`config.mk`:
```
export PLATFORM = sky130hd
export DESIGN_NAME = dbg_regfile
export DESIGN_NICKNAME = d
export VERILOG_FILES = /design/src/rtl/dbg_regfile_pkg.sv /design/src/rtl/dbg_strap_latch.sv /design/src/rtl/dbg_write_check.sv /design/src/rtl/dbg_scratch.sv /design/src/rtl/dbg_regfile.sv
export SDC_FILE = /design/constraint.sdc
export NUM_CORES = 1
export LEC_CHECK = 0
export ABC_AREA = 1
export BUFFER_PORTS_ARGS = -buffer_cell sky130_fd_sc_hd__buf_2
export CORE_ASPECT_RATIO = 0.6
export CORE_MARGIN = 1
export CORE_UTILIZATION = 40
export CTS_CLUSTER_SIZE = 28
export DETAILED_ROUTE_END_ITERATION = 8
export SYNTH_ARGS = -nofsm -noshare
export SYNTH_HDL_FRONTEND = slang
export SYNTH_SLANG_ARGS = --single-unit
```
`constraint.sdc`:
```
create_clock -name clk -period 8.6 [get_ports clk]
set_input_delay 0.86 -clock clk [delete_from_list [all_inputs] [get_ports clk]]
set_output_delay 0.86 -clock clk [all_outputs]
set_load 0.05 [all_outputs]
```
`src/rtl/dbg_regfile_pkg.sv`:
```
// Package: shared widths, slot indices, bit masks and the per-slot access
// attributes of the debug extension register file.
// Assumes slot indices are 8 bits and register words are 16 bits.
package dbg_regfile_pkg;

    localparam int IDX_W  = 8;
    localparam int WORD_W = 16;
    localparam int ID_W   = 4;

    typedef logic [WORD_W-1:0] word_t;
    typedef logic [IDX_W-1:0]  idx_t;

    localparam idx_t IX_ID    = 8'h00;
    localparam idx_t IX_CFG   = 8'h01;
    localparam idx_t IX_MODEL = 8'h02;
    localparam idx_t IX_VER   = 8'h03;
    localparam idx_t IX_STAT  = 8'h04;
    localparam idx_t IX_EVSEL = 8'h08;
    localparam idx_t IX_EVFLG = 8'h09;
    localparam idx_t IX_MVEC  = 8'h0A;
    localparam idx_t IX_CCODE = 8'h0C;
    localparam idx_t IX_CADDR = 8'h0D;
    localparam idx_t IX_CDATA = 8'h0E;
    localparam idx_t IX_CFLG  = 8'h0F;
    localparam idx_t IX_USER  = 8'h10;

    // Defined bits of the configuration, status and event-flag words.
    localparam word_t CFG_MASK   = 16'hF07F;
    localparam word_t STAT_MASK  = 16'h003F;
    localparam word_t EVFLG_MASK = 16'h001F;

    // Access attributes of one slot: read-only bits, writable bits, and
    // whether every write to the slot is refused.
    typedef struct packed {
        word_t ro;
        word_t rw;
        logic  locked;
    } slot_attr_t;

    // Attribute lookup; user_hit marks an index inside the scratch range.
    function automatic slot_attr_t attr_of(input idx_t idx, input logic user_hit);
        slot_attr_t a;
        a = '{ro: 16'h0000, rw: 16'h0000, locked: 1'b0};
        case (idx)
            IX_ID:    a.ro = 16'h000F;
            IX_CFG:   a.ro = CFG_MASK;
            IX_MODEL: a.ro = 16'hFFFF;
            IX_VER:   a.ro = 16'hFFFF;
            IX_STAT:  a.ro = STAT_MASK;
            IX_EVSEL: a.rw = 16'h00FF;
            IX_EVFLG: a.rw = EVFLG_MASK;
            IX_MVEC:  a.rw = 16'hFFFF;
            IX_CCODE: a.ro = 16'h00FF;
            IX_CADDR: a.ro = 16'hFFFF;
            IX_CDATA: a.ro = 16'hFFFF;
            IX_CFLG:  a.ro = 16'hFFFF;
            default: begin
                if (user_hit) a.rw = 16'hFFFF;
                else          a.locked = 1'b1;
            end
        endcase
        return a;
    endfunction

endpackage

```
`src/rtl/dbg_strap_latch.sv`:
```
// Module: captures the device ID and configuration straps on the first
// clock edge after reset is released, then holds them until the next reset.
// Assumes the straps are stable around that edge. Reserved strap bits are
// dropped at capture.
module dbg_strap_latch
    import dbg_regfile_pkg::*;
(
    input  logic            clk,
    input  logic            rst_n,
    input  logic [ID_W-1:0] strap_id,
    input  word_t           strap_cfg,
    output logic [ID_W-1:0] id_q,
    output word_t           cfg_q,
    output logic            pending
);

    // One-shot capture of the straps as reset ends.
    always_ff @(posedge clk) begin
        if (!rst_n) begin
            pending <= 1'b1;
            id_q    <= '0;
            cfg_q   <= '0;
        end else if (pending) begin
            pending <= 1'b0;
            id_q    <= strap_id;
            cfg_q   <= strap_cfg & CFG_MASK;
        end
    end

    // once captured, the straps never move again before the next reset.
    a_r4_straps_held: assert property (@(posedge clk) disable iff (!rst_n)
        !pending |=> ($stable(cfg_q) && $stable(id_q) && !pending));

endmodule

```
`src/rtl/dbg_write_check.sv`:
```
// Module: decides whether a write to one slot may commit. Refuses the whole
// write if it sets a reserved bit, changes a read-only bit, or targets a
// locked slot. Also supplies the read mask that zeroes reserved bits.
// Assumes cur is the slot's present contents.
module dbg_write_check
    import dbg_regfile_pkg::*;
(
    input  idx_t  idx,
    input  logic  user_hit,
    input  word_t wdata,
    input  word_t cur,
    output logic  wr_ok,
    output word_t rd_mask
);

    slot_attr_t attr;
    word_t      resv;

    // Per-slot legality of the offered write data.
    always_comb begin
        attr    = attr_of(idx, user_hit);
        resv    = ~(attr.ro | attr.rw);
        rd_mask = attr.ro | attr.rw;
        wr_ok   = !attr.locked
                  && ((wdata & resv) == '0)
                  && (((wdata ^ cur) & attr.ro) == '0);
    end

endmodule

```
`src/rtl/dbg_scratch.sv`:
```
// Module: device-specific scratch words behind the fixed slots. Each word is
// its own register, and reset clears all of them.
// Assumes WORDS is at most 240. Offsets at or above WORDS read zero.
module dbg_scratch
    import dbg_regfile_pkg::*;
#(
    parameter int WORDS = 16
) (
    input  logic  clk,
    input  logic  rst_n,
    input  logic  we,
    input  idx_t  off,
    input  word_t wdata,
    output word_t rdata
);

    localparam int FLAT_W = WORDS * WORD_W;

    logic [FLAT_W-1:0] flat;

    for (genvar g = 0; g < WORDS; g++) begin : g_word
        word_t word_q;
        // Holds one scratch word.
        always_ff @(posedge clk) begin
            if (!rst_n)                     word_q <= '0;
            else if (we && off == idx_t'(g)) word_q <= wdata;
        end
        assign flat[g*WORD_W +: WORD_W] = word_q;
    end

    // Read mux over the scratch words.
    always_comb begin
        rdata = '0;
        for (int i = 0; i < WORDS; i++) begin
            if (off == idx_t'(i)) rdata = flat[i*WORD_W +: WORD_W];
        end
    end

endmodule

```
`src/rtl/dbg_regfile.sv`:
```
// Module: top of the debug extension register file. It filters requests by
// device ID and by the enable and shutdown gating, muxes the 256 slots,
// applies the all-or-nothing write rule, and registers every response one
// cycle after its request.
// Assumes at most one request per cycle. Requests made while the straps are
// still uncaptured are dropped.
module dbg_regfile
    import dbg_regfile_pkg::*;
#(
    parameter int          SCRATCH_WORDS = 16,
    parameter logic [15:0] MODEL         = 16'h5A21,
    parameter logic [7:0]  VER_MAJOR     = 8'd1,
    parameter logic [7:0]  VER_MINOR     = 8'd4
) (
    input  logic        clk,
    input  logic        rst_n,
    input  logic [3:0]  strap_id,
    input  logic [15:0] strap_cfg,
    input  logic        acc_req,
    input  logic        acc_sysmsg,
    input  logic        acc_we,
    input  logic [3:0]  acc_dev,
    input  logic [7:0]  acc_idx,
    input  logic [15:0] acc_wdata,
    output logic        rd_valid,
    output logic [15:0] rd_data,
    output logic        wr_err,
    input  logic        st_suspended,
    input  logic        st_monitor,
    input  logic        st_shutdown,
    input  logic        st_enabled,
    input  logic        st_mon_silent,
    input  logic        st_cmp_silent,
    input  logic [15:0] ev_flags_in,
    output logic [7:0]  ev_sel,
    output logic        ev_wr_en,
    output logic [15:0] ev_wr_data,
    output logic [15:0] mon_vector,
    input  logic [7:0]  cap_code,
    input  logic [15:0] cap_addr,
    input  logic [15:0] cap_data,
    input  logic [15:0] cap_flags,
    output logic [3:0]  dev_id,
    output logic [15:0] cfg_word
);

    localparam int USER_END = int'(IX_USER) + SCRATCH_WORDS;

    logic  pending;
    logic  gate_ok, hit, user_hit, wr_ok, wr_take, wr_refuse;
    word_t raw, cur, rd_mask, scr_rdata;
    idx_t  user_off;
    logic [7:0] ev_sel_q;
    word_t mvec_q;

    dbg_strap_latch u_straps (
        .clk      (clk),
        .rst_n    (rst_n),
        .strap_id (strap_id),
        .strap_cfg(strap_cfg),
        .id_q     (dev_id),
        .cfg_q    (cfg_word),
        .pending  (pending)
    );

    // Request filtering: ID match, capture done, and enable/shutdown gating.
    always_comb begin
        gate_ok  = acc_sysmsg || (st_enabled && !st_shutdown);
        hit      = acc_req && !pending && (acc_dev == dev_id) && gate_ok;
        user_hit = (int'(acc_idx) >= int'(IX_USER)) && (int'(acc_idx) < USER_END);
        user_off = acc_idx - IX_USER;
    end

    dbg_scratch #(.WORDS(SCRATCH_WORDS)) u_scratch (
        .clk  (clk),
        .rst_n(rst_n),
        .we   (wr_take && user_hit),
        .off  (user_off),
        .wdata(acc_wdata),
        .rdata(scr_rdata)
    );

    // Raw slot contents before reserved-bit masking.
    always_comb begin
        case (acc_idx)
            IX_ID:    raw = {12'h000, dev_id};
            IX_CFG:   raw = cfg_word;
            IX_MODEL: raw = MODEL;
            IX_VER:   raw = {VER_MAJOR, VER_MINOR};
            IX_STAT:  raw = {10'h000, st_cmp_silent, st_mon_silent, st_enabled,
                             st_shutdown, st_monitor, st_suspended};
            IX_EVSEL: raw = {8'h00, ev_sel_q};
            IX_EVFLG: raw = ev_flags_in;
            IX_MVEC:  raw = mvec_q;
            IX_CCODE: raw = {8'h00, cap_code};
            IX_CADDR: raw = cap_addr;
            IX_CDATA: raw = cap_data;
            IX_CFLG:  raw = cap_flags;
            default:  raw = user_hit ? scr_rdata : '0;
        endcase
    end

    dbg_write_check u_check (
        .idx     (acc_idx),
        .user_hit(user_hit),
        .wdata   (acc_wdata),
        .cur     (cur),
        .wr_ok   (wr_ok),
        .rd_mask (rd_mask)
    );

    // Masked contents and the commit decision for a write.
    always_comb begin
        cur       = raw & rd_mask;
        wr_take   = hit && acc_we && wr_ok;
        wr_refuse = hit && acc_we && !wr_ok;
    end

    // Registered responses, one cycle after the request.
    always_ff @(posedge clk) begin
        if (!rst_n) begin
            rd_valid   <= 1'b0;
            rd_data    <= '0;
            wr_err     <= 1'b0;
            ev_wr_en   <= 1'b0;
            ev_wr_data <= '0;
        end else begin
            rd_valid   <= hit && !acc_we;
            rd_data    <= (hit && !acc_we) ? cur : '0;
            wr_err     <= wr_refuse;
            ev_wr_en   <= wr_take && (acc_idx == IX_EVFLG);
            ev_wr_data <= (wr_take && (acc_idx == IX_EVFLG)) ? acc_wdata : '0;
        end
    end

    // Writable fixed slots: event selector and monitor vector.
    always_ff @(posedge clk) begin
        if (!rst_n) begin
            ev_sel_q <= '0;
            mvec_q   <= '0;
        end else if (wr_take) begin
            if (acc_idx == IX_EVSEL) ev_sel_q <= acc_wdata[7:0];
            if (acc_idx == IX_MVEC)  mvec_q   <= acc_wdata;
        end
    end

    assign ev_sel     = ev_sel_q;
    assign mon_vector = mvec_q;

    // a request for another device ID produces nothing.
    a_r1_foreign_silent: assert property (@(posedge clk) disable iff (!rst_n)
        (acc_req && acc_dev != dev_id) |=> (!rd_valid && !wr_err && !ev_wr_en));

    // read data and write error never appear together.
    a_r2_one_response: assert property (@(posedge clk) disable iff (!rst_n)
        $onehot0({rd_valid, wr_err}));

    // reserved slots read as zero.
    a_r2_resv_slot_zero: assert property (@(posedge clk) disable iff (!rst_n)
        (rd_valid && ($past(acc_idx) == 8'h05 || $past(acc_idx) == 8'h06 ||
                      $past(acc_idx) == 8'h07 || $past(acc_idx) == 8'h0B))
        |-> (rd_data == 16'h0000));

    // flag writes reaching the event table carry no reserved bits.
    a_r6_flags_clean: assert property (@(posedge clk) disable iff (!rst_n)
        ev_wr_en |-> (((ev_wr_data & ~EVFLG_MASK) == '0) && !wr_err));

    // a refused write leaves the writable slots untouched.
    a_r7_refused_no_change: assert property (@(posedge clk) disable iff (!rst_n)
        wr_err |-> ($stable(ev_sel_q) && $stable(mvec_q)));

    // a gated device answers only system messages.
    a_r9_gated_silent: assert property (@(posedge clk) disable iff (!rst_n)
        (acc_req && !acc_sysmsg && (st_shutdown || !st_enabled))
        |=> (!rd_valid && !wr_err && !ev_wr_en));

endmodule

```
== Word-level counts from Yosys, hierarchy flattened ==
Cells that the tools add are included.

* Register bits: 331
* Input bits: 131
* Output and inout bits: 79

* Add/subtract/negate cells: 1
* $lt $le $gt $ge: 2
* Eq/ne operators: 27
* Multiplexer cells: 24
* Bitwise logic cells: 6
* Reductions and logical operators: 46

{| class="wikitable"
|+ Operators by type and width
! kind !! count
|-
| 2-to-1 mux 16 bit || 18
|-
| one-hot mux 16 bit (12 select lines) || 1
|-
| equality test 8 x 4 -> 1 bit (second input constant) || 15
|-
| one-hot mux 16 bit (5 select lines) || 1
|-
| one-hot mux 16 bit (4 select lines) || 1
|-
| bitwise AND 16 bit || 3
|-
| equality test 8 x 3 -> 1 bit (second input constant) || 5
|-
| equality test 8 x 2 -> 1 bit (second input constant) || 4
|-
| logical NOT 16 bit || 2
|-
| logical AND 1 bit || 29
|-
| equality test 8 x 1 -> 1 bit (second input constant) || 2
|-
| logical NOT 8 bit || 2
|-
| inverter 16 bit || 1
|-
| bitwise OR 16 bit || 1
|-
| XOR 16 bit || 1
|-
| OR reduction 12 bit || 1
|-
| OR reduction 9 bit || 1
|-
| greater-or-equal comparator 8 x 5 -> 1 bit (second input constant) || 1
|-
| less-than comparator 8 x 6 -> 1 bit (second input constant) || 1
|-
| AND reduction 2 bit || 4
|-
| subtractor 8 x 5 -> 8 bit (second input constant) || 1
|-
| logical NOT 1 bit || 5
|-
| OR reduction 5 bit || 1
|-
| equality test 4 bit || 1
|-
| other kinds (2) || 4
|}

== Longest topological paths before layout ==
Gate-level depths: netlist of run 1.

* Depth after elaboration: 28
* Gate-level depth with buffers: 30
* Depth with buffers taken out: 27

== Modules after synthesis ==
Synthesis of run 1 repeated with hierarchy kept, for this count alone.

* Cell total of the unflattened synthesis: 2402
* Area total of the unflattened synthesis: 16082.9 µm²

{| class="wikitable"
|+ Modules (own cells, without submodules)
! module !! instances !! cells each !! area an instance (µm²)
|-
| dbg_scratch || 1 || 1546 || 10961.8
|-
| dbg_regfile || 1 || 610 || 3654.8
|-
| dbg_write_check || 1 || 143 || 754.5
|-
| dbg_strap_latch || 1 || 103 || 711.9
|}

== Least setup slack after synthesis of run 1 ==
No wires, ideal clock.

* Kind: in2reg
* From: input port acc_idx[7]
* To: register u_scratch.g_word[14].word_q[12]
* Setup time: 0.113 ns
* Data arrival time: 3.481 ns
* Required time: 8.487 ns
* Setup slack: 5.006 ns
* Stages on the path: 19
* Buffers on the path: 3
* Cell sequence: nor2_1 > nand2_2 > inv_2 > nand2_1 > nor2_1 > clkbuf_1 > a221oi_1 > a41oi_1 > nand3_1 > nand3_1 > nand2_1 > nor2_1 > nand2_1 > nor2_8 > buf_12 > nand4_4 > buf_6 > nor2_1 > nor2_1

* Word-level cells in the longest chain between the ends: 28
* Elaborated cells between the ends (all ways): 72
* Classes of those cells: add/sub: 1; order compare: 2; eq/ne: 26; mux: 23; bitwise: 6; reduce/logical: 14

{| class="wikitable"
|+ RTL lines
! item !! line !! RTL
|-
| start, declared || dbg_regfile.sv:23 || <nowiki>input logic [7:0] acc_idx,</nowiki>
|-
| subtractor 8 x 5 -> 8 bit || dbg_regfile.sv:71 || <nowiki>user_off = acc_idx - IX_USER;</nowiki>
|-
| logical NOT 8 bit || dbg_scratch.sv:35 || <nowiki>if (off == idx_t'(i)) rdata = flat[i*WORD_W +: WORD_W];</nowiki>
|-
| 2-to-1 mux 16 bit (16 in a row) || dbg_scratch.sv:35 ||
|-
| 2-to-1 mux 16 bit || dbg_regfile.sv:99 || <nowiki>default: raw = user_hit ? scr_rdata : '0;</nowiki>
|-
| one-hot mux 16 bit (12 select lines) || dbg_regfile.sv:85 || <nowiki>case (acc_idx)</nowiki>
|-
| bitwise AND 16 bit || dbg_regfile.sv:114 || <nowiki>cur = raw & rd_mask;</nowiki>
|-
| XOR 16 bit || dbg_write_check.sv:26 || <nowiki>&& (((wdata ^ cur) & attr.ro) == '0);</nowiki>
|-
| bitwise AND 16 bit || dbg_write_check.sv:26 ||
|-
| logical NOT 16 bit || dbg_write_check.sv:26 ||
|-
| logical AND 1 bit || dbg_write_check.sv:26 ||
|-
| logical AND 1 bit || dbg_regfile.sv:115 || <nowiki>wr_take = hit && acc_we && wr_ok;</nowiki>
|-
| logical AND 1 bit || dbg_regfile.sv:77 || <nowiki>.we (wr_take && user_hit),</nowiki>
|-
| logical AND 1 bit * || dbg_scratch.sv:26 || <nowiki>else if (we && off == idx_t'(g)) word_q <= wdata;</nowiki>
|-
| end signal, assigned || dbg_scratch.sv:26 ||
|-
| end, declared || dbg_scratch.sv:22 || <nowiki>word_t word_q;</nowiki>
|}

Mark *: on every way between the ends. The rest lies on a longest branch, timed or not.
A chain may end at the register's enable or synchronous reset.

== Final worst setup path of run 1 ==
* From: input port acc_idx[7]
* To: register u_scratch.g_word[6].word_q[11]

* Word-level cells in the longest chain between the ends: 28
* Elaborated cells between the ends (all ways): 72
* Classes of those cells: add/sub: 1; order compare: 2; eq/ne: 26; mux: 23; bitwise: 6; reduce/logical: 14

{| class="wikitable"
|+ RTL lines
! item !! line
|-
| subtractor 8 x 5 -> 8 bit || dbg_regfile.sv:71
|-
| logical NOT 8 bit || dbg_scratch.sv:35
|-
| 2-to-1 mux 16 bit (16 in a row) || dbg_scratch.sv:35
|-
| 2-to-1 mux 16 bit || dbg_regfile.sv:99
|-
| one-hot mux 16 bit (12 select lines) || dbg_regfile.sv:85
|-
| bitwise AND 16 bit || dbg_regfile.sv:114
|-
| XOR 16 bit || dbg_write_check.sv:26
|-
| bitwise AND 16 bit || dbg_write_check.sv:26
|-
| logical NOT 16 bit || dbg_write_check.sv:26
|-
| logical AND 1 bit || dbg_write_check.sv:26
|-
| logical AND 1 bit || dbg_regfile.sv:115
|-
| logical AND 1 bit || dbg_regfile.sv:77
|-
| logical AND 1 bit * || dbg_scratch.sv:26
|-
| end signal, assigned || dbg_scratch.sv:26
|-
| end, declared || dbg_scratch.sv:22
|}

Marked as above.

==> impl_metrics.tcl, run 1 <==
set metrics [dict create \
    status "complete, no violations" \
    floorplan.initialDensity_pct 41.1 \
    gpl.final_weighted_congestion 0.878 \
    drt.antenna.violating_nets 0 \
    wl_met2_um 22900 \
    min_period_over_period_pct 66.2 \
    num_vias 17000 \
    tritoncts_num_sinks 331 \
    port_buffers 199 \
    power-per-cell-area_mw_per_mm2 176 \
    synth_area_mm2 0.0168 \
    root_buffer "clkbuf_16" \
    setup-violations-final 0 \
    grt_start_max_net_pins 130 \
    synthCells 2749 \
    grt_first_pass_wirelength_um 87000 \
    drt_iter0_markers 1606 \
    dominantRegCellSynth "dfxtp_1" \
    synth.avg_cell_area_um2 6.11 \
    timing.max_slew.rel_slack_pct 3.13 \
    sw_frac_of_total_pct 24.5 \
    die_w_um 267 \
    area_overhead_of_the_layout_relative_to_synthesis_pct 13.9 \
    timing_worst_setup_path_type "in2reg" \
    hold_path.class "reg2reg" \
    post_cts.resized_instances 0 \
    synth.most_common_cell "nand2_1" \
    design.final.nets 2998 \
    final-max-slew-violation-count 0 \
    met3_wirelength_um 4820 \
    worst-endpoint-arrival_ns 6.11 \
    synth-seq-cells 331 \
    async_flop_share_pct 0 \
    global_route.overflow_total 0 \
    timing.critical_path.required_ns 9.01 \
    synth.cells.most_frequent "nand2_1 (903), nor2_1 (670), inv_1 (353)" \
    timing_hold_violations_final 0 \
    grt_util_all_layers_pct 26.2 \
    post_route_cells_drive_above_1_share_pct 10.8 \
    max-cap-violations 0 \
    dpl.hpwl_um 38700 \
    wl_per_cell_um 16.4 \
    die_y_um 161 \
    internal_power_uw 2540 \
    ir_drop_uv 128 \
    floorplan.rows 57 \
    dominant_cell_type_by_area_after_synthesis "dfxtp_1" \
    share_of_power_burned_in_the_clock_network_pct 48.5 \
    power.leakage_uw 0.0100 \
    layout.area.seq_mm2 0.00663 \
    setup_fix_buffers_added_after_clock_tree_synthesis 0 \
    drcViolationCount 0 \
    cts.reportedPaths.clkPinSlew_ns 0.06 \
    critPathMaxFanout 32 \
    synth-edff-count 0 \
    antenna_found_initial 3 \
    n_antenna_cell 0 \
    tritoncts "done" \
    fp.dieArea_mm2 0.0429 \
    yosysWarningCount 0 \
    final.hold.worst_slack_ns 0.496 \
    ctsHtreeMaxLevel 2 \
    endpoint_kind "flop" \
    hold_buffers 0 \
    clock_skew_ns 0.0245 \
    clkLatencyLatePin_ns 0.54 \
    drt_first_pass_iters 6 \
    grt_setup_unrepaired "no" \
    floorplan.io_pins 210 \
    timing_worst_slew_pin_value_ns 1.45 \
    wl_um 56500 \
    post-route-min-period_ns 5.70 \
    core-area_mm2 0.0409 \
    synth_cell_types 47 \
    highest_layer "met5" \
    numCtsBuffers 36 \
    first_global_vias 15200 \
    via_per_inst 4.91 \
    route.layer.met1.wl_um 27400 \
    max_freq_mhz 176 \
    combinational_group_share_of_total_power_pct 5.5 \
    ctsLongestPathBuffers 3 \
    synth_top_cell_area_share_pct 39.4 \
    startpoint_type "input port" \
    totalNegativeSetupSlack_ns 0 \
    seq_area_frac_synth_pct 39.4 \
    synth.top_cells.by_area "dfxtp_1 (39%), nand2_1 (20%), nor2_1 (15%), inv_1 (7.9%), nand3_1 (2.6%)" \
    p_sw_uw 824 \
    seq_power_share_pct 45.9 \
    fillers 4268 \
    multi_input_comb_area_mm2 0.00810 \
]
[critical path: stages]
cell and delay (ns):
buf_2 0.10, nor2_1 0.16, nand3_1 0.32, nor3_1 0.79, nand2_1 0.10, nand2_1 0.11, nand3_1 0.14, nor3_1 0.76
nand4_1 0.18, nand2_1 0.18, nand2_1 0.08, nand2_1 0.09, nand2_1 0.06, nand3_1 0.06, nand2_1 0.05, nor2_1 0.12
nand2_1 0.15, nor2_8 0.41, nand3_1 0.91, nor2_1 0.34, nor2_1 0.08
[power by group through the flow]
stage / registers, uW / clock network [uW] / logic [uW]
floorplan: 1610 / 0 / 82.0
global placement: 1580 / 0 / 184
detailed placement: 1580 / 0 / 184
CTS: 1550 / 1660 / 184
global route: 1550 / 1730 / 198
finish: 1550 / 1630 / 187
[state kept, by name, summed over array words and instances, names as in the netlist]
signal                   flops
wr_err                       1
u_scratch.g_word.word_q    256
u_straps.id_q                4
rd_valid                     1
ev_sel                       8
ev_wr_en                     1
u_straps.pending             1
ev_wr_data                  16
rd_data                     16
mon_vector                  16
u_straps.cfg_q              11
[routing by layer]
metal	track usage, %	vias up
li1	-	8467
met1	39.2	7760
met2	37.1	619
met3	6.29	104
met4	6.37	2
met5	0	-
[layout make-up]
| cell class | instances | share of cell area [%] |
|---|---|---|
| repair buffers | 217 | 5.95 |
| clock inverters | 12 | 0.915 |
| inverters | 366 | 7.18 |
| well taps | 560 | 3.66 |
| multi-input cells | 1915 | 42.3 |
| flip-flops and latches | 331 | 34.6 |
| clock buffers | 49 | 5.38 |
[placed cells by master (no fill, tap or decap), drive strengths merged, types with 2 or more instances in the layout]
cell type,count
nand2,907
nor2,677
inv,367
dfxtp,331
buf,216
nand3,97
nand4,63
o21ai,55
clkbuf,50
a21oi,39
conb,16
a221oi,11
nor3,8
a22o,7
a2111oi,7
clkinv,7
a211oi,4
bufinv,4
o22ai,3
o2111ai,3
a41oi,3
o221ai,3
a31oi,2
[through the flow]
step                      setup slack (ns)  instance area [um2]  utilization [%]  std cells  power (uW)
final                                 2.90                19100             46.8       3450        3370
after detailed placement              2.47                17900             43.8       3389        1760
after global routing                  2.48                19100             46.8       3450        3470
after floorplan                       5.01                16900                -       2764        1690
after CTS                             3.01                19100             46.8       3450        3390
after global placement                2.56                17900             43.8       3389        1760
[worst paths after layout]
| check | start | slack, ns | cells after the start | end |
|---|---|---|---|---|
| max | acc_idx[7] | 2.90 | 21 | u_scratch.g_word[6].word_q[11] |
| min reg2reg | mon_vector[3] | 0.50 | 2 | mon_vector[3] |
| max reg2reg | u_scratch.g_word[1].word_q[11] | 4.01 | 20 | u_scratch.g_word[6].word_q[11] |
| min | mon_vector[3] | 0.50 | 2 | mon_vector[3] |
[cells by family after synthesis]
kind of cell,share of synthesized area (%)
simple gates,42.5
xor+xnor,0.0521
other cells,0.0223
flops,39.4
buf+inv,12.8
compound gates,5.18
Power figures use the tool's default switching activity.
==> run 2, diff against run 1 <==
clock period = 4.7 ns   (was 8.6 ns; I/O delays follow)
==> impl_metrics.tcl, run 2 (synthesis gave the netlist of run 1 again) <==
set metrics [dict create \
    status "complete, no violations" \
    max_freq_mhz 239 \
    hold_path.class "in2reg" \
    post-route-min-period_ns 4.18 \
    registers.top_by_ff_count "u_scratch.g_word.word_q" \
    ctsLongestPathBuffers 3 \
    numCtsBuffers 36 \
    worst_r2r_path_depth 22 \
    grt_setup_unrepaired "no" \
    antenna_found_initial 4 \
    global_route.overflow_total 0 \
    layout.cells.most_common "nand2_1" \
    first_global_vias 15400 \
    port_buffers 199 \
    timing_hold_violations_final 0 \
    cts.reportedPaths.clkPinSlew_ns 0.06 \
    holdPathStages 3 \
    n_antenna_cell 0 \
    clock_skew_ns 0.0143 \
    setup_ws_ns 0.516 \
    tritoncts_num_sinks 331 \
    rr_startpoint "u_scratch.g_word[0].word_q[10]" \
    power.leakage_uw 0.0104 \
    root_buffer "clkbuf_16" \
    endpoint_kind "flop" \
    max-cap-violations 0 \
    drt.antenna.violating_nets 0 \
    place_ws_ns 0.178 \
    timing_worst_slew_pin_value_ns 1.14 \
    drt_first_pass_iters 6 \
    hold_buffers 0 \
    floorplan.rows 57 \
    instances_no_fill 3501 \
    area_overhead_of_the_layout_relative_to_synthesis_pct 17.5 \
    critPathMaxFanout 32 \
    startpoint_type "input port" \
    grt_util_all_layers_pct 26.2 \
    placed_cell_count 3439 \
    fillers 4252 \
    post_cts.resized_instances 0 \
    whs_endpoint "u_straps.cfg_q[13]" \
    timing.max_slew.rel_slack_pct 24.1 \
    power-per-cell-area_mw_per_mm2 310 \
    die_y_um 161 \
    largest_register_ffs 256 \
    final.hold.worst_slack_ns 0.167 \
    setup-violations-final 0 \
    grt_start_max_net_pins 208 \
    min_period_over_period_pct 89.0 \
    hold_path.startpoint "strap_cfg[13]" \
    layout.area.seq_mm2 0.00663 \
    tritoncts "done" \
    ir_drop_uv 250 \
    timing_worst_setup_path_type "in2reg" \
    timing.critical_path.required_ns 5.16 \
    drt_iter0_markers 1832 \
    multi_input_comb_area_mm2 0.00810 \
    wl_per_cell_um 16.4 \
    most_used_cells_in_the_layout_excluding_fill_and_tap_cells "nand2_1 (903), nor2_1 (669), inv_1 (353)" \
    wl_um 57300 \
    post_route_cells_drive_above_1_share_pct 12.3 \
    num_vias 17100 \
    die_w_um 267 \
    floorplan.initialDensity_pct 41.1 \
    core-area_mm2 0.0409 \
    ctsHtreeMaxLevel 2 \
    dpl.hpwl_um 39900 \
    floorplan.io_pins 210 \
    gpl.final_weighted_congestion 0.879 \
    regToRegSetupSlack_ns 1.01 \
    fin_util_pct 48.2 \
    design.final.nets 3048 \
    final-max-slew-violation-count 0 \
    via_per_inst 4.89 \
    drcViolationCount 0 \
    regToRegEndpoint "u_scratch.g_word[7].word_q[12]" \
    clkLatencyLatePin_ns 0.53 \
    grt_first_pass_wirelength_um 87100 \
    worst-endpoint-arrival_ns 4.64 \
    setup_fix_buffers_added_after_clock_tree_synthesis 0 \
    fp.dieArea_mm2 0.0429 \
    totalNegativeSetupSlack_ns 0 \
]
run 2: worst max path at each step:
| stage | depth (start not counted) | slack (ns) | to | startpoint |
|---|---|---|---|---|
| after floorplan | 19 | 1.50 | u_scratch.g_word[14].word_q[12] | acc_idx[7] |
| after global placement | 27 | 0.22 | u_scratch.g_word[7].word_q[15] | acc_idx[7] |
| after detailed placement | 26 | 0.18 | u_scratch.g_word[7].word_q[12] | acc_idx[7] |
| after CTS | 26 | 0.73 | u_scratch.g_word[7].word_q[12] | acc_idx[7] |
| after global routing | 26 | 0.17 | u_scratch.g_word[7].word_q[2] | acc_idx[3] |
| final | 26 | 0.52 | u_scratch.g_word[7].word_q[12] | acc_idx[3] |
run 2: per-layer routing:
| layer | part of all wire (%) | track usage, % | wire (um) | up-vias |
|---|---|---|---|---|
| li1 | - | - | - | 8580 |
| met1 | 49 | 39.8 | 28200 | 7865 |
| met2 | 41 | 37.8 | 23300 | 587 |
| met3 | 8.2 | 5.32 | 4670 | 85 |
| met4 | 1.9 | 5.30 | 1100 | 4 |
| met5 | 0.042 | 0 | 24 | - |
run 2: where the power goes:
part | switching (uW) | internal [uW]
clock | 1210 | 1750
sequential | 10.6 | 2820
combinational | 268 | 76.3
run 2: through the flow:
step,total power [uW],instance area (um2)
2_1_floorplan,3090,16900
3_3_place_gp,3230,18600
3_5_place_dp,3230,18600
4_1_cts,6180,19700
5_1_grt,6320,19700
6_report,6130,19700
run 2: cell type report:
| class | instances | share of cell area [%] |
|---|---|---|
| Sequential cell | 331 | 33.6 |
| Inverter | 366 | 6.96 |
| Multi-Input combinational cell | 1915 | 41.0 |
| Tap cell | 560 | 3.55 |
| Clock buffer | 51 | 5.21 |
| Timing Repair Buffer | 267 | 8.88 |
| Clock inverter | 11 | 0.830 |
run 2: worst max-delay path, cell delays in order:
cell,delay (ns)
buf_2,0.12
inv_2,0.04
nand2_1,0.18
inv_2,0.08
nand3_1,0.36
inv_2,0.22
nand2_1,0.11
nand4_1,0.12
nor2_1,0.13
nand4_1,0.29
nor2_1,0.46
nand4_1,0.20
nand2_1,0.12
nand2_1,0.09
nand2_1,0.09
nand2_1,0.05
nand3_1,0.06
nand2_1,0.05
nor2_1,0.10
nand2_1,0.15
nor2_8,0.25
buf_4,0.21
nand3_4,0.29
nand2_1,0.18
nand2_1,0.06
nor2_1,0.11
==> run 3, diff against run 2 <==
PLACE_DENSITY_LB_ADDON = 0.05   (was unset)
==> impl_metrics.tcl, run 3 (synthesis gave the netlist of run 1 again) <==
set metrics [dict create \
    power-per-cell-area_mw_per_mm2 304 \
    most_used_cells_in_the_layout_excluding_fill_and_tap_cells "nand2_1 (903), nor2_1 (669), inv_1 (353)" \
    numCtsBuffers 36 \
    drcViolationCount 0 \
    status "complete, no violations" \
    placed_cell_count 3447 \
    total_power_uw 6030 \
    grt_start_max_net_pins 96 \
    n_antenna_cell 0 \
    port_buffers 199 \
    timing_worst_setup_path_type "in2reg" \
    post-route-min-period_ns 3.87 \
    totalNegativeSetupSlack_ns 0 \
    via_per_inst 4.83 \
    num_vias 17000 \
    floorplan.initialDensity_pct 41.1 \
    startpoint_type "input port" \
    registers.top_by_ff_count "u_scratch.g_word.word_q" \
    area_overhead_of_the_layout_relative_to_synthesis_pct 17.9 \
    wl_um 59200 \
    largest_register_ffs 256 \
    fillers 4236 \
    hold_path.class "in2reg" \
    min_period_over_period_pct 82.4 \
    tritoncts_num_sinks 331 \
    timing.max_slew.rel_slack_pct 27.2 \
    instances_no_fill 3509 \
    gpl.final_weighted_congestion 0.901 \
    endpoint_kind "flop" \
    layout.cells.most_common "nand2_1" \
    die_y_um 161 \
    ctsLongestPathBuffers 3 \
    hold_buffers 0 \
    max_freq_mhz 258 \
    fp.dieArea_mm2 0.0429 \
    drt_first_pass_iters 8 \
    max-cap-violations 0 \
    clock_skew_ns 0.0209 \
    global_route.overflow_total 0 \
    timing_hold_violations_final 0 \
    setup-violations-final 0 \
    final-max-slew-violation-count 0 \
    root_buffer "clkbuf_16" \
    worst-endpoint-arrival_ns 4.35 \
    die_w_um 267 \
    timing_worst_slew_pin_value_ns 1.09 \
    fin_area_mm2 0.0198 \
    power.leakage_uw 0.0104 \
    timing.critical_path.required_ns 5.17 \
    tritoncts "done" \
    core-area_mm2 0.0409 \
    grt_setup_unrepaired "no" \
    drt.antenna.violating_nets 0 \
    floorplan.rows 57 \
    post_route_cells_drive_above_1_share_pct 12.5 \
    clkLatencyLatePin_ns 0.55 \
    design.final.nets 3056 \
    cts.reportedPaths.clkPinSlew_ns 0.07 \
    floorplan.io_pins 210 \
    first_global_vias 15200 \
    grt_util_all_layers_pct 27.4 \
    ctsHtreeMaxLevel 2 \
    grt_first_pass_wirelength_um 89800 \
    dpl.hpwl_um 41000 \
    setup_fix_buffers_added_after_clock_tree_synthesis 0 \
    antenna_found_initial 3 \
    fin_util_pct 48.4 \
    critPathMaxFanout 13 \
    ir_drop_uv 178 \
    drt_iter0_markers 1572 \
    post_cts.resized_instances 0 \
    wl_per_cell_um 16.9 \
    postPlaceCellArea_mm2 0.0187 \
]
-- run 3: changes by cell type in the layout (fill, tap and decap cells not counted) --
cell	before	now
clkbuf_16	37	38
clkinv_2	4	7
buf_4	49	53
bufinv_16	4	2
clkbuf_1	9	10
buf_12	19	23
clkbuf_8	6	3
clkinvlp_4	2	1
clkinv_8	0	1
-- run 3: worst max-delay path: stages --
cell and delay (ns):
buf_2 0.14, nand2_1 0.19, nor2_2 0.10, nand2_1 0.34, inv_1 0.22, nand2_1 0.10
nand4_1 0.12, nand2_1 0.12, nand4_1 0.11, nor2_1 0.40, nand4_1 0.25, nand2_1 0.15
nand2_1 0.09, nand2_1 0.10, nand2_1 0.06, nand3_1 0.07, nand2_1 0.06, nor2_1 0.11
nand2_1 0.15, nor2_8 0.17, buf_12 0.17, buf_4 0.15, nand3_2 0.07, buf_4 0.21
nand2_1 0.06, nand2_1 0.04, nor2_1 0.12
-- run 3: cell type report --
| class | instances | area, um2 | area share (%) |
|---|---|---|---|
| inverter | 366 | 1370 | 6.94 |
| timing repair buffer | 275 | 1860 | 9.41 |
| multi-input combinational | 1915 | 8100 | 40.9 |
| sequential | 331 | 6630 | 33.5 |
| tap | 560 | 701 | 3.54 |
| clock inverter | 12 | 128 | 0.644 |
| clock buffer | 50 | 1020 | 5.13 |
-- run 3: worst paths after layout --
kind	cells after the start	slack, ns	end	from
max reg2reg	24	1.16	mon_vector[1]	u_scratch.g_word[1].word_q[9]
min	3	0.15	u_straps.cfg_q[15]	strap_cfg[15]
max	27	0.83	mon_vector[1]	acc_idx[1]
min reg2reg	2	0.49	mon_vector[14]	mon_vector[14]
-- run 3: layer usage --
layer	wire length, um	up-vias	track usage [%]	part of all wire [%]
met5	14	-	0	0.024
met4	1290	2	7.16	2.2
met3	3800	80	4.17	6.4
met2	24200	534	38.9	41
met1	30000	7745	42.3	51
li1	-	8603	-	-
-- run 3: stage by stage --
| stage | hold slack [ns] | worst slack, ns |
|---|---|---|
| 2_1_floorplan | 0.489 | 1.50 |
| 3_3_place_gp | 0.468 | 0.359 |
| 3_5_place_dp | 0.470 | 0.346 |
| 4_1_cts | 0.141 | 0.894 |
| 5_1_grt | 0.155 | 0.493 |
| 6_report | 0.154 | 0.825 |
-- run 3: power by group --
| part | switching [uW] | internal (uW) | leakage, uW |
|---|---|---|---|
| logic | 279 | 76.8 | 0.00717 |
| registers | 9.93 | 2820 | 0.00267 |
| clock network | 1220 | 1630 | 0.000561 |
